### src/rtl/pint_pkg.sv
package pint_pkg;

    localparam int OFS_MODE    = 'h00;
    localparam int OFS_ENR     = 'h04;
    localparam int OFS_ENR_SET = 'h08;
    localparam int OFS_ENR_CLR = 'h0C;
    localparam int OFS_ENF     = 'h10;
    localparam int OFS_ENF_SET = 'h14;
    localparam int OFS_ENF_CLR = 'h18;
    localparam int OFS_RISE    = 'h1C;
    localparam int OFS_FALL    = 'h20;
    localparam int OFS_STAT    = 'h24;

    typedef enum logic [3:0] {
        SEL_NONE,
        SEL_MODE,
        SEL_ENR,
        SEL_ENR_SET,
        SEL_ENR_CLR,
        SEL_ENF,
        SEL_ENF_SET,
        SEL_ENF_CLR,
        SEL_RISE,
        SEL_FALL,
        SEL_STAT
    } reg_sel_e;

    function automatic reg_sel_e decode_addr(input logic [31:0] a);
        case (a)
            OFS_MODE:    return SEL_MODE;
            OFS_ENR:     return SEL_ENR;
            OFS_ENR_SET: return SEL_ENR_SET;
            OFS_ENR_CLR: return SEL_ENR_CLR;
            OFS_ENF:     return SEL_ENF;
            OFS_ENF_SET: return SEL_ENF_SET;
            OFS_ENF_CLR: return SEL_ENF_CLR;
            OFS_RISE:    return SEL_RISE;
            OFS_FALL:    return SEL_FALL;
            OFS_STAT:    return SEL_STAT;
            default:     return SEL_NONE;
        endcase
    endfunction

endpackage

### src/rtl/pint_edge_det.sv
module pint_edge_det #(
    parameter int N = 8
) (
    input  logic         clk,
    input  logic         rst_n,
    input  logic [N-1:0] pin_in,
    output logic [N-1:0] rise_ev,
    output logic [N-1:0] fall_ev
);

    logic [N-1:0] prev_q;

    always_ff @(posedge clk or negedge rst_n) begin
        if (!rst_n) prev_q <= '0;
        else        prev_q <= pin_in;
    end

    for (genvar i = 0; i < N; i++) begin : g_ch
        assign rise_ev[i] = pin_in[i] & ~prev_q[i];
        assign fall_ev[i] = ~pin_in[i] & prev_q[i];
    end

endmodule

### src/rtl/pint_flags.sv
module pint_flags #(
    parameter int N = 8
) (
    input  logic         clk,
    input  logic         rst_n,
    input  logic [N-1:0] rise_ev,
    input  logic [N-1:0] fall_ev,
    input  logic [N-1:0] clr_rise,
    input  logic [N-1:0] clr_fall,
    output logic [N-1:0] rise_flag,
    output logic [N-1:0] fall_flag
);

    always_ff @(posedge clk or negedge rst_n) begin
        if (!rst_n) begin
            rise_flag <= '0;
            fall_flag <= '0;
        end else begin
            rise_flag <= (rise_flag & ~clr_rise) | rise_ev;
            fall_flag <= (fall_flag & ~clr_fall) | fall_ev;
        end
    end

    // Flags never drop without a clear request
    assert_rise_sticky_R5: assert property (@(posedge clk) disable iff (!rst_n)
        (clr_rise == '0) |=> (($past(rise_flag) & ~rise_flag) == '0));
    assert_fall_sticky_R6: assert property (@(posedge clk) disable iff (!rst_n)
        (clr_fall == '0) |=> (($past(fall_flag) & ~fall_flag) == '0));

    // A detected edge always lands in the flag, even against a clear
    assert_edge_wins_R10: assert property (@(posedge clk) disable iff (!rst_n)
        (rst_n && (rise_ev | fall_ev) != '0) |=>
            (((rise_flag & $past(rise_ev)) == $past(rise_ev)) &&
             ((fall_flag & $past(fall_ev)) == $past(fall_ev))));

endmodule

### src/rtl/pint_cfg_regs.sv
module pint_cfg_regs
    import pint_pkg::*;
#(
    parameter int N = 8
) (
    input  logic         clk,
    input  logic         rst_n,
    input  logic         wr,
    input  reg_sel_e     sel,
    input  logic [N-1:0] wdata,
    output logic [N-1:0] mode,
    output logic [N-1:0] en_rise,
    output logic [N-1:0] en_fall
);

    always_ff @(posedge clk or negedge rst_n) begin
        if (!rst_n) begin
            mode    <= '0;
            en_rise <= '0;
            en_fall <= '0;
        end else if (wr) begin
            case (sel)
                SEL_MODE:    mode    <= wdata;
                SEL_ENR:     en_rise <= wdata;
                SEL_ENR_SET: en_rise <= en_rise | wdata;
                SEL_ENR_CLR: en_rise <= en_rise & ~wdata;
                SEL_ENF:     en_fall <= wdata;
                SEL_ENF_SET: en_fall <= en_fall | wdata;
                SEL_ENF_CLR: en_fall <= en_fall & ~wdata;
                SEL_STAT:    en_fall <= en_fall ^ (wdata & mode);
                default:     ;
            endcase
        end
    end

    assert_enr_set_R3: assert property (@(posedge clk) disable iff (!rst_n)
        (rst_n && wr && sel == SEL_ENR_SET) |=>
            (((en_rise & $past(wdata)) == $past(wdata)) &&
             ((en_rise & ~$past(wdata)) == ($past(en_rise) & ~$past(wdata)))));
    assert_enr_clr_R3: assert property (@(posedge clk) disable iff (!rst_n)
        (rst_n && wr && sel == SEL_ENR_CLR) |=>
            (((en_rise & $past(wdata)) == '0) &&
             ((en_rise & ~$past(wdata)) == ($past(en_rise) & ~$past(wdata)))));
    assert_enf_set_R4: assert property (@(posedge clk) disable iff (!rst_n)
        (rst_n && wr && sel == SEL_ENF_SET) |=>
            ((en_fall & $past(wdata)) == $past(wdata)));
    assert_level_flip_R9: assert property (@(posedge clk) disable iff (!rst_n)
        (rst_n && wr && sel == SEL_STAT) |=>
            ((en_fall ^ $past(en_fall)) == ($past(wdata) & $past(mode))));

endmodule

### src/rtl/pint_ctrl.sv
module pint_ctrl
    import pint_pkg::*;
#(
    parameter int N      = 8,
    parameter int DATA_W = 32,
    parameter int ADDR_W = 12
) (
    input  logic              clk,
    input  logic              rst_n,
    input  logic [N-1:0]      pin_in,
    input  logic              bus_wr,
    input  logic [ADDR_W-1:0] bus_addr,
    input  logic [DATA_W-1:0] bus_wdata,
    output logic [DATA_W-1:0] bus_rdata,
    output logic [N-1:0]      irq_out
);

    localparam int PAD_W = DATA_W - N;

    reg_sel_e     sel;
    logic [N-1:0] wd;
    logic [N-1:0] mode, en_rise, en_fall;
    logic [N-1:0] rise_ev, fall_ev, rise_flag, fall_flag;
    logic [N-1:0] clr_rise, clr_fall, stat_edge_clr;
    logic [N-1:0] rd_word;
    logic         unused_hi;

    assign sel       = decode_addr(32'(bus_addr));
    assign wd        = bus_wdata[N-1:0];
    assign unused_hi = ^bus_wdata[DATA_W-1:N];

    pint_cfg_regs #(.N(N)) u_cfg (
        .clk(clk), .rst_n(rst_n), .wr(bus_wr), .sel(sel), .wdata(wd),
        .mode(mode), .en_rise(en_rise), .en_fall(en_fall)
    );

    pint_edge_det #(.N(N)) u_edge (
        .clk(clk), .rst_n(rst_n), .pin_in(pin_in),
        .rise_ev(rise_ev), .fall_ev(fall_ev)
    );

    assign stat_edge_clr = (bus_wr && sel == SEL_STAT) ? (wd & ~mode) : '0;
    assign clr_rise = ((bus_wr && sel == SEL_RISE) ? wd : '0) | stat_edge_clr;
    assign clr_fall = ((bus_wr && sel == SEL_FALL) ? wd : '0) | stat_edge_clr;

    pint_flags #(.N(N)) u_flags (
        .clk(clk), .rst_n(rst_n), .rise_ev(rise_ev), .fall_ev(fall_ev),
        .clr_rise(clr_rise), .clr_fall(clr_fall),
        .rise_flag(rise_flag), .fall_flag(fall_flag)
    );

    for (genvar i = 0; i < N; i++) begin : g_req
        assign irq_out[i] = mode[i]
            ? (en_rise[i] & ~(pin_in[i] ^ en_fall[i]))
            : ((rise_flag[i] & en_rise[i]) | (fall_flag[i] & en_fall[i]));
    end

    always_comb begin
        case (sel)
            SEL_MODE: rd_word = mode;
            SEL_ENR:  rd_word = en_rise;
            SEL_ENF:  rd_word = en_fall;
            SEL_RISE: rd_word = rise_flag;
            SEL_FALL: rd_word = fall_flag;
            SEL_STAT: rd_word = irq_out;
            default:  rd_word = '0;
        endcase
    end

    assign bus_rdata = {{PAD_W{1'b0}}, rd_word};

    assert_alias_reads_zero_R11: assert property (@(posedge clk) disable iff (!rst_n)
        (sel == SEL_ENR_SET || sel == SEL_ENR_CLR ||
         sel == SEL_ENF_SET || sel == SEL_ENF_CLR || sel == SEL_NONE) |-> (bus_rdata == '0));
    assert_status_edge_clear_R9: assert property (@(posedge clk) disable iff (!rst_n)
        (rst_n && bus_wr && sel == SEL_STAT && (wd & ~mode & ~rise_ev) != '0) |=>
            ((rise_flag & $past(wd & ~mode & ~rise_ev)) == '0));

endmodule

### config.mk
export PLATFORM = sky130hd
export DESIGN_NAME = pint_ctrl
export DESIGN_NICKNAME = d
export VERILOG_FILES = /design/src/rtl/pint_pkg.sv /design/src/rtl/pint_edge_det.sv /design/src/rtl/pint_flags.sv /design/src/rtl/pint_cfg_regs.sv /design/src/rtl/pint_ctrl.sv
export SDC_FILE = /design/constraint.sdc
export NUM_CORES = 1
export LEC_CHECK = 0
export BUFFER_PORTS_ARGS = -buffer_cell sky130_fd_sc_hd__buf_2
export CAP_MARGIN = 20
export CORE_ASPECT_RATIO = 1.1
export CORE_MARGIN = 1.5
export CORE_UTILIZATION = 58
export DETAILED_ROUTE_END_ITERATION = 7
export GPL_TIMING_DRIVEN = 0
export PLACE_DENSITY = 0.87
export SYNTH_ARGS = -nofsm -noshare
export SYNTH_HDL_FRONTEND = slang
export SYNTH_HIERARCHICAL = 1
export SYNTH_SLANG_ARGS = --single-unit
### constraint.sdc
create_clock -name clk -period 5.1 [get_ports clk]
set_input_delay 0.765 -clock clk [delete_from_list [all_inputs] [get_ports clk]]
set_output_delay 0.765 -clock clk [all_outputs]
set_load 0.005 [all_outputs]
Yosys cells after proc, flatten, opt, wreduce, memory -nomap -nowiden
Index checks and enable logic that the tools add are counted.

Register bits after elaboration: 48. Input port bits: 55. Output and inout bits: 40. Word-level logic and storage cells: 146.

Equality and inequality tests: 19. Multiplexer cells: 15. Bitwise operators: 97. Reductions and logical operators: 9.

Operators with widths (count): 8-bit AND (6); 12-bit by 5-bit == test with 1-bit output, second input constant (4); 8-bit OR (6); 8-bit case mux with 6 select lines (1); 1-bit AND (40); 4-bit case mux with 10 select lines (1); 8-bit inverter (4); 8-bit case mux with 4 select lines (1); 12-bit by 4-bit == test with 1-bit output, second input constant (2); 12-bit by 6-bit == test with 1-bit output, second input constant (2); 8-bit 2-to-1 mux (3); 1-bit inverter (24); 8-bit case mux with 3 select lines (1); 4-bit by 3-bit == test with 1-bit output, second input constant (4); 12-bit by 3-bit == test with 1-bit output, second input constant (1); 4-bit == test, second input constant (3); 12-bit zero test (1); 4-bit by 2-bit == test with 1-bit output, second input constant (2); 1-bit 2-to-1 mux (8); 1-bit OR (8); 1-bit XOR (8); 8-bit XOR (1); 2-bit AND reduction (3); 4-bit by 1-bit == test with 1-bit output, second input constant (1); 3 further kinds (5).

Longest topological paths before layout
Gate-level depths: netlist of the first run.

Word-level depth: 9. Gate-level depth with buffers: 11. Gate-level depth less buffers: 7.

Modules after synthesis
The synthesis of the first run kept the hierarchy.

Modules (own cells, without submodules): pint_cfg_regs (times used 1, cells an instance 146, area an instance 1397.6 um^2, seq. area each 600.6 um^2); pint_ctrl (times used 1, cells an instance 196, area an instance 1291.2 um^2, seq. area each 0.0 um^2); pint_flags (times used 1, cells an instance 48, area an instance 580.6 um^2, seq. area each 400.4 um^2); pint_edge_det (times used 1, cells an instance 24, area an instance 340.3 um^2, seq. area each 200.2 um^2).

Worst setup path after synthesis of the first run
OpenSTA, ideal clock, no wires.

Kind: input to register. Start point: input bus_addr[7]. End point: register u_cfg.mode[0]. Setup time: 0.125 ns. Arrival time: 2.853 ns. Required time: 4.975 ns. Setup slack: 2.123 ns. Cell stages on the path: 5. Path buffers: 0. Cells stage by stage: nor4_2 > nand2_1 > o41ai_1 > nor4b_4 > mux2_2.

Word-level cells in the longest chain between the ends: 4. Elaborated cells on any way between the ends: 13. Those cells by class: 10 x eq/ne; 1 x mux; 2 x reduce/logical.

RTL lines: start: declaration (RTL line pint_ctrl.sv:12) `input logic [ADDR_W-1:0] bus_addr,`; 12-bit by 6-bit == test with 1-bit output, or another cell as far along (RTL line pint_pkg.sv:29) `case (a)`; 4-bit case mux with 10 select lines (*) (RTL line pint_pkg.sv:29); via sel[0] (RTL line pint_ctrl.sv:20) `reg_sel_e sel;`; 4-bit by 1-bit == test with 1-bit output (*) (RTL line pint_cfg_regs.sv:22) `case (sel)`; 2-bit AND reduction (no source line) (*); end signal: assignment (RTL line pint_cfg_regs.sv:23) `SEL_MODE: mode <= wdata;`; end: declaration (RTL line pint_cfg_regs.sv:11) `output logic [N-1:0] mode,`.

Mark *: on every way through the listed nets, which the timed path passes. The rest lies on a longest branch. A chain may end at the register's enable or synchronous reset.

Final worst setup path of the first run
Start point: input bus_addr[1]. End point: register u_cfg.mode[5].

The elaborated chain is that of the path after synthesis.

==> results of run 1 <==
## through the flow
| stage | total power (uW) | setup slack (ps) | utilization [%] | cell area (sq um) |
|---|---|---|---|---|
| 4_1_cts | 807 | 1640 | 70.5 | 4140 |
| 5_1_grt | 841 | 1510 | 70.8 | 4160 |
| 3_5_place_dp | 517 | 1330 | 68.4 | 4020 |
| 6_report | 807 | 1530 | 70.8 | 4160 |
| 3_3_place_gp | 514 | 1380 | 68.4 | 4020 |
| 2_1_floorplan | 471 | 2120 | - | 3700 |
## final timing paths
check | from | end | slack [ps] | cells after the start
min in group clk | u_flags/fall_flag[0] | u_flags/fall_flag[0] | 480 | 1
setup / recovery | bus_addr[1] | u_cfg/mode[5] | 1530 | 8
hold / removal | rst_n | u_edge/prev_q[7] | 300 | 1
max in group asynchronous | rst_n | u_flags/fall_flag[1] | 4340 | 2
hold reg to reg | u_flags/fall_flag[0] | u_flags/fall_flag[0] | 480 | 1
setup reg to reg | u_cfg/mode[6] | u_flags/rise_flag[6] | 3830 | 4
## layout make-up
cell class	instances	area (sq um)	share of cell area, %
Multi-Input combinational cell	299	2020	48.5
Sequential cell	48	1200	28.8
Buffer	41	292	7.00
Timing Repair Buffer	47	250	6.01
Inverter	49	184	4.42
Tap cell	77	96.3	2.31
Clock buffer	6	82.6	1.98
Clock inverter	2	38.8	0.931
## cell usage after synthesis (3+ instances only)
master                     instances  area [sq um]
sky130_fd_sc_hd__buf_1             3          11.3
sky130_fd_sc_hd__a32o_1            8          80.1
sky130_fd_sc_hd__a221o_1           8          80.1
sky130_fd_sc_hd__o221ai_1          8          70.1
sky130_fd_sc_hd__or2_1             9          56.3
sky130_fd_sc_hd__and2_1            9          56.3
sky130_fd_sc_hd__nor2_1            3          11.3
sky130_fd_sc_hd__a22o_1            8          70.1
sky130_fd_sc_hd__buf_6             3          33.8
sky130_fd_sc_hd__dfrtp_1          48          1200
sky130_fd_sc_hd__buf_4            26           195
sky130_fd_sc_hd__nand2_1          36           135
sky130_fd_sc_hd__nor2b_1           8          50.1
sky130_fd_sc_hd__buf_2             5          25.0
sky130_fd_sc_hd__inv_1            49           184
sky130_fd_sc_hd__o22ai_1           8          50.1
sky130_fd_sc_hd__o32ai_1           8          70.1
sky130_fd_sc_hd__and2b_2          16           140
sky130_fd_sc_hd__nand3_1           9          45.0
sky130_fd_sc_hd__mux2_2            8          90.1
sky130_fd_sc_hd__clkbuf_1          3          11.3
sky130_fd_sc_hd__a21o_1           17           128
sky130_fd_sc_hd__a211o_1           8          70.1
sky130_fd_sc_hd__a21oi_1          18          90.1
sky130_fd_sc_hd__nand2b_1         11          68.8
sky130_fd_sc_hd__o21ai_0          32           160
sky130_fd_sc_hd__a211oi_1         16           120
## flip-flops by register name, summed over array words and instances (netlist names)
signal             flops
u_cfg/en_fall          8
u_cfg/en_rise          8
u_cfg/mode             8
u_edge/prev_q          8
u_flags/fall_flag      8
u_flags/rise_flag      8
## metal layers
layer,vias up,global-route usage [%]
met5,-,0
met4,0,19.2
met3,57,5.85
met2,215,47.6
met1,1608,37.9
li1,1592,-
## logic make-up after synthesis
group                     after synthesis  share of synthesized area [%]
buffers and inverters                  90                           13.2
AOI/OAI and AO/OA                     142                           28.1
xor gates and xnor gates                2                          0.485
muxes                                   8                           2.50
DFF                                    48                           33.3
other                                   1                          0.104
and+or+nand+nor                       123                           22.3
## power by group
group          switching, uW  leakage (uW)  internal (uW)
clock network            133     0.0000614            160
registers               8.55      0.000529            389
logic                   62.4       0.00138           53.8
==> results.cfg, run 1 <==
[cells_and_area]
non_filler_instances = 569
layout_commonest_cell = sky130_fd_sc_hd__buf_2
layout_common_cells = sky130_fd_sc_hd__buf_2 (51), sky130_fd_sc_hd__inv_1 (49), sky130_fd_sc_hd__dfrtp_1 (48), sky130_fd_sc_hd__nand2_1 (36), sky130_fd_sc_hd__o21ai_0 (32)
area.growth.synth_to_final_pct = 15.4
final_layout_size_suffix_gt1_share_pct = 25.4
antenna_cells = 0
layout.nets = 546
final.fill_count = 469

[worst_setup_path]
data_required_time_at_the_worst_endpoint_ps = 5290
setup.worst_path.end_class = register
timing.critical_path.slowest_cell_delay_ps = 840
path_class = in -> reg
timing.critical_path.slowest_stage_cell = sky130_fd_sc_hd__nor4b_4
critPathMostFrequentCell = sky130_fd_sc_hd__buf_2
critPathArrivalTime_ps = 3770
worstSetupStartpointType = primary input
crit_path_cell_trace = buf_2, or2_1, buf_2, nor3_4, nand3_2, o41ai_1, nor4b_4, mux2_2
kind_of_cell_with_the_highest_combined_delay_on_the_critical_path = simple AND/OR/NAND/NOR gates
total_buffers_and_inverters_traversed_by_the_critical_path = 2
critical_path.max_fanout = 10

[clock_network]
cts-buffers-inserted = 5
cts_tree = built
insertion_delay_ps = 310
clock_transition_time_at_the_flip_flop_clock_pins_of_the_worst_setup_and_hold_paths_ps = 90
htree_num_levels = 2
ctsResizeCount = 0
holdBufCountCts = 0
master_cell_of_the_clock_root_buffer = sky130_fd_sc_hd__clkbuf_8
cts_sinks = 48
clockBufferDepth = 2
cts_setup_buffers = 0

[drt]
route.detailed.wl_per_inst_microns = 16.9
vias_per_cell = 6.10
detailed_route_drc_error_count = 0
detailedRoute.firstIterationViolations = 350
routed-via-count = 3472
wirelength_met1_microns = 3820
routed-wl-met2_microns = 4430
dr.max_layer_used = met4
ant_nets = 0
finalWirelength_microns = 9630
dr_wl_met3_microns = 900
number_of_search_and_repair_iterations_in_the_first_detailed_routing_pass = 7

[sta]
final_max_slew_viol_count = 0
max_slew_margin_pct = 26.8
fin_worst_hold_slack_ps = 298
clock.fmax_ghz = 0.280
worst_tran_pin_value_ps = 1080
finalSetupViolCount = 0
fin_crit_ps = 3570
layout_worst_path_cycle_share_pct = 70.1
finalSetupTns_ps = 0
grt_setup_unrepaired = no
finalHoldViolCount = 0
clock-skew-final_ps = 6.27

[yosys]
yosys_most_used_dff = sky130_fd_sc_hd__dfrtp_1
synth-edff-count = 0
post_synthesis_sequential_element_count = 48
mappedNetlistArea_sq_mm = 0.00361
synth-seq-area-share_pct = 33.3
netlist_instances = 414
synthesis.yosys.warnings = 6
synth.lib_cells_used.distinct = 51
ffs_w_async_s_r_synth_pct = 100
synthesis.area_per_instance_sq_um = 8.72

[placed_design]
weighted_congestion_at_the_end_of_routability_driven_global_placement = 0.862
place.port_buffers = 46
dp_cells = 560
dp_hpwl_microns = 6380

[worst_hold_path]
worstHoldPathType = in -> async

[global_route]
grt_first_pass_wirelength_microns = 15600
first_global_vias = 3294
largest_net_degree_at_the_start_of_global_routing = 49
antenna_found_initial = 0
grt-ovfl-total = 0
groute.usage.overall_pct = 30.1

[pwr]
worst_vdd_rail_ir_drop_mv = 0.210
power-per-cell-area_mw_per_mm2 = 194
static-leakage-power_uw = 0.00197

[floorplan]
fp.dieH_microns = 85.7
pin_count = 95
initial_utilization_pct = 61.4
fp.dieArea_sq_mm = 0.00671
placementRows = 29
die_x_microns = 78.2
coreArea_sq_mm = 0.00588

[status]
run_status = completed

[flow_run]
maxCapViolations = 0
Power figures use the tool's default switching activity.
==> run 2: changes to the inputs <==
CORE_UTILIZATION = 49   (was 58)
PLACE_DENSITY = 0.78   (was 0.87)
clock period = 3.15 ns   (was 5.1 ns; I/O delays follow)
==> results.cfg, run 2 (synthesis gave the netlist of run 1 again) <==
[status]
run_status = finished with violations
failed_checks = design-rule violations

[clock_network]
cts_sinks = 48
holdBufCountCts = 0
master_cell_of_the_clock_root_buffer = sky130_fd_sc_hd__clkbuf_8
cts_tree = built
insertion_delay_ps = 310
cts-buffers-inserted = 5
clock_transition_time_at_the_flip_flop_clock_pins_of_the_worst_setup_and_hold_paths_ps = 90
htree_num_levels = 2
clockBufferDepth = 2

[global_route]
largest_net_degree_at_the_start_of_global_routing = 49
groute.usage.overall_pct = 25.6
grt_first_pass_wirelength_microns = 15400
first_global_vias = 3033
antenna_found_initial = 0
grt-ovfl-total = 0

[pwr]
worst_vdd_rail_ir_drop_mv = 0.212
power-per-cell-area_mw_per_mm2 = 307
static-leakage-power_uw = 0.00200

[sta]
finalSetupTns_ps = 0
fin_crit_ps = 2870
worst_tran_pin_value_ps = 620
finalHoldViolCount = 0
clock.fmax_ghz = 0.348
layout_worst_path_cycle_share_pct = 91.1
max_slew_margin_pct = 58.7
finalSetupViolCount = 0
final_max_slew_viol_count = 0
finalWorstSetupSlack_ps = 279
clock-skew-final_ps = 6.87
grt_setup_unrepaired = no

[drt]
detailedRoute.firstIterationViolations = 341
routed-via-count = 3422
ant_nets = 0
detailed_route_drc_error_count = 7
route.detailed.wl_per_inst_microns = 17.3
vias_per_cell = 5.86
finalWirelength_microns = 10100
number_of_search_and_repair_iterations_in_the_first_detailed_routing_pass = 7

[floorplan]
coreArea_sq_mm = 0.00709
pin_count = 95
fp.dieH_microns = 93.0
fp.dieArea_sq_mm = 0.00789
initial_utilization_pct = 50.9
placementRows = 32
die_x_microns = 84.8

[worst_setup_path]
data_required_time_at_the_worst_endpoint_ps = 3360
path_class = in -> reg
worstSetupStartpointType = primary input
setup.worst_path.end_class = register
critical_path.max_fanout = 10
critPathArrivalTime_ps = 3080

[placed_design]
dp_hpwl_microns = 6480
place.port_buffers = 46
dp_worst_setup_slack_ps = -378
weighted_congestion_at_the_end_of_routability_driven_global_placement = 0.848
dp_cells = 568

[cells_and_area]
layout.nets = 553
layout_common_cells = sky130_fd_sc_hd__buf_2 (51), sky130_fd_sc_hd__inv_1 (49), sky130_fd_sc_hd__dfrtp_1 (48), sky130_fd_sc_hd__nand2_1 (36)
final_layout_size_suffix_gt1_share_pct = 26.7
layout_commonest_cell = sky130_fd_sc_hd__buf_2
non_filler_instances = 584
antenna_cells = 0
area.growth.synth_to_final_pct = 17.1
final.fill_count = 608

[flow_run]
maxCapViolations = 0

[worst_hold_path]
worstHoldPathType = in -> async
-- run 2: cell type report --
type	count	area, sq um	share of cell area [%]
multi-input cells	299	2030	48.1
flip-flops and latches	48	1200	28.4
repair buffers	54	300	7.10
plain buffers	41	292	6.90
inverters	49	184	4.35
well taps	85	106	2.52
clock buffers	5	68.8	1.63
clock inverters	3	42.5	1.01
-- run 2: worst max-delay path: stages --
cell	delay [ps]
sky130_fd_sc_hd__buf_2	100
sky130_fd_sc_hd__nor4_2	420
sky130_fd_sc_hd__and2_1	210
sky130_fd_sc_hd__buf_4	230
sky130_fd_sc_hd__nand3_4	220
sky130_fd_sc_hd__o41ai_1	190
sky130_fd_sc_hd__clkbuf_2	270
sky130_fd_sc_hd__nand4bb_2	250
sky130_fd_sc_hd__buf_2	280
sky130_fd_sc_hd__o21ai_0	140
sky130_fd_sc_hd__o32ai_1	290
-- run 2: layer usage --
| layer | wire length, microns | vias to the layer above | track usage [%] |
|---|---|---|---|
| met4 | 277 | 0 | 12.2 |
| met5 | 0 | - | 0 |
| met2 | 4780 | 176 | 40.6 |
| met3 | 845 | 28 | 5.47 |
| li1 | - | 1604 | - |
| met1 | 4190 | 1614 | 33.3 |
-- run 2: worst paths after layout --
kind                       slack (ps)                 start                   end  cells after the start
hold / removal                     30                 rst_n      u_edge/prev_q[7]                      1
min in group clk                  300             pin_in[2]      u_edge/prev_q[2]                      1
setup reg to reg                 1910         u_cfg/mode[5]  u_flags/rise_flag[5]                      4
setup / recovery                  280           bus_addr[7]      u_cfg/en_fall[6]                     11
max in group asynchronous        2620                 rst_n      u_edge/prev_q[3]                      2
hold reg to reg                   480  u_flags/fall_flag[1]  u_flags/fall_flag[1]                      1
-- run 2: stage by stage --
stage | total power, uW | util [%] | hold slack, ps | instance area [sq um]
finish | 1300 | 59.6 | 34.7 | 4230
global route | 1350 | 59.6 | 45.9 | 4230
CTS | 1300 | 58.7 | 294 | 4160
detailed placement | 839 | 56.9 | 467 | 4030
global placement | 833 | 56.9 | 462 | 4030
floorplan | 763 | - | 177 | 3700
-- run 2: timing repair --
item | CTS | global route
buffers inserted | 2 | 4
endpoints found under the setup margin | 8 | 8
pin swaps | 0 | 2
resized for setup | 0 | 2
-- run 2: power by group --
group	total (uW)	internal (uW)	switching [uW]	leakage (uW)
clock network	462	235	227	0.0000541
logic	191	88.3	103	0.00142
registers	643	629	14.0	0.000529
total	1300	953	344	0.00200
==> run 3: changes to the inputs <==
CORE_MARGIN = 5   (was 1.5)
==> results.cfg, run 3 (synthesis gave the netlist of run 1 again) <==
[sta]
worst_tran_pin_value_ps = 614
fin_crit_ps = 3010
finalSetupViolCount = 0
finalHoldViolCount = 0
clock.fmax_ghz = 0.333
finalWorstSetupSlack_ps = 144
layout_worst_path_cycle_share_pct = 95.4
grt_setup_unrepaired = no
max_slew_margin_pct = 59.1
final_max_slew_viol_count = 0
clock-skew-final_ps = 3.51

[worst_setup_path]
worst-r2r-setup-slack_ps = 1880
timing.critical_path.slowest_cell_delay_ps = 530
kind_of_cell_with_the_highest_combined_delay_on_the_critical_path = simple AND/OR/NAND/NOR gates
critical_path.max_fanout = 9
setup.worst_path.end_class = register
worstSetupStartpointType = primary input
critPathArrivalTime_ps = 3180
data_required_time_at_the_worst_endpoint_ps = 3330
critPathMostFrequentCell = sky130_fd_sc_hd__buf_2
crit_path_cell_trace = buf_2, or2_1, buf_2, nor3_4, nand2_2, nand3_1, buf_6, or3b_1, clkbuf_1, a211oi_1, o32ai_1
timing.critical_path.slowest_stage_cell = sky130_fd_sc_hd__nor3_4
total_buffers_and_inverters_traversed_by_the_critical_path = 4
path_class = in -> reg

[pwr]
worst_vdd_rail_ir_drop_mv = 0.152
static-leakage-power_uw = 0.00199
power-per-cell-area_mw_per_mm2 = 293

[placed_design]
weighted_congestion_at_the_end_of_routability_driven_global_placement = 0.837
dp_worst_setup_slack_ps = -326
dp_cells = 568
dp_hpwl_microns = 6930
placed_cell_area_sq_mm = 0.00403
place.port_buffers = 46

[floorplan]
coreArea_sq_mm = 0.00709
fp.dieArea_sq_mm = 0.00919
fp.dieH_microns = 100
die_x_microns = 91.8
initial_utilization_pct = 50.9
pin_count = 95
placementRows = 32

[global_route]
grt-ovfl-total = 0
first_global_vias = 3291
groute.usage.overall_pct = 22.4
antenna_found_initial = 0
largest_net_degree_at_the_start_of_global_routing = 49
grt_first_pass_wirelength_microns = 16400

[drt]
finalWirelength_microns = 10300
number_of_search_and_repair_iterations_in_the_first_detailed_routing_pass = 5
route.detailed.wl_per_inst_microns = 17.8
vias_per_cell = 5.88
routed-via-count = 3427
detailed_route_drc_error_count = 0
ant_nets = 0
detailedRoute.firstIterationViolations = 341

[cells_and_area]
final_layout_size_suffix_gt1_share_pct = 26.3
antenna_cells = 0
non_filler_instances = 583
multiInputGateArea_sq_mm = 0.00203
layout_commonest_cell = sky130_fd_sc_hd__buf_2
area.growth.synth_to_final_pct = 16.4
seq_area_sq_mm = 0.00120
layout.nets = 552
finish.instance_area_sq_mm = 0.00420
layout_common_cells = sky130_fd_sc_hd__buf_2 (51), sky130_fd_sc_hd__inv_1 (49), sky130_fd_sc_hd__dfrtp_1 (48), sky130_fd_sc_hd__nand2_1 (36), sky130_fd_sc_hd__o21ai_0 (32)
final.fill_count = 631

[flow_run]
maxCapViolations = 0

[clock_network]
master_cell_of_the_clock_root_buffer = sky130_fd_sc_hd__clkbuf_8
clock_transition_time_at_the_flip_flop_clock_pins_of_the_worst_setup_and_hold_paths_ps = 90
cts_sinks = 48
cts_tree = built
clockBufferDepth = 2
htree_num_levels = 2
insertion_delay_ps = 300
cts-buffers-inserted = 5

[status]
run_status = completed

[worst_hold_path]
worstHoldPathType = in -> async
==> run 3: repair_timing <==
action	4_1_cts	5_1_grt
hold buffers	0	0
setup buffers	2	3
pin swaps	0	1
gates resized for setup	0	2
setup endpoints to repair	4	8
==> run 3: layer usage <==
layer  vias up  share of wire (%)  track usage (%)  routed length (microns)
met3        24                8.5             4.95                      875
met2       180                 49             37.5                     5080
met5         -                  0                0                        0
met1      1611                 41             28.2                     4200
met4         0                1.9             9.14                      197
li1       1612                  -                -                        -
==> run 3: cell type report <==
class,instances,share of cell area (%)
timing repair buffer,53,6.97
tap,85,2.53
sequential,48,28.6
multi-input combinational,299,48.4
clock buffer,7,2.05
inverter,49,4.38
buffer,41,6.94
clock inverter,1,0.179
==> run 3: through the flow <==
stage / TNS (ps) / total power, uW / utilization [%] / hold slack (ps)
detailed placement: -4170 / 840 / 56.9 / 465
global placement: -3130 / 833 / 56.9 / 458
finish: 0 / 1230 / 59.3 / 59.5
global route: 0 / 1290 / 59.3 / 62.2
floorplan: 0 / 763 / - / 177
CTS: 0 / 1230 / 58.4 / 313
==> run 3: final timing paths <==
check	start	endpoint	depth (start not counted)
max in group asynchronous	rst_n	u_cfg/en_rise[7]	2
max	bus_addr[1]	u_cfg/en_fall[1]	11
min reg2reg	u_flags/fall_flag[3]	u_flags/fall_flag[3]	1
max reg2reg	u_cfg/mode[1]	u_flags/fall_flag[1]	4
min	rst_n	u_flags/rise_flag[1]	1
min in group clk	pin_in[0]	u_edge/prev_q[0]	1
==> run 3: power by group <==
part / switching [uW] / leakage (uW) / internal, uW
registers: 14.3 / 0.000529 / 629
logic: 105 / 0.00142 / 88.8
clock network: 214 / 0.0000445 / 179
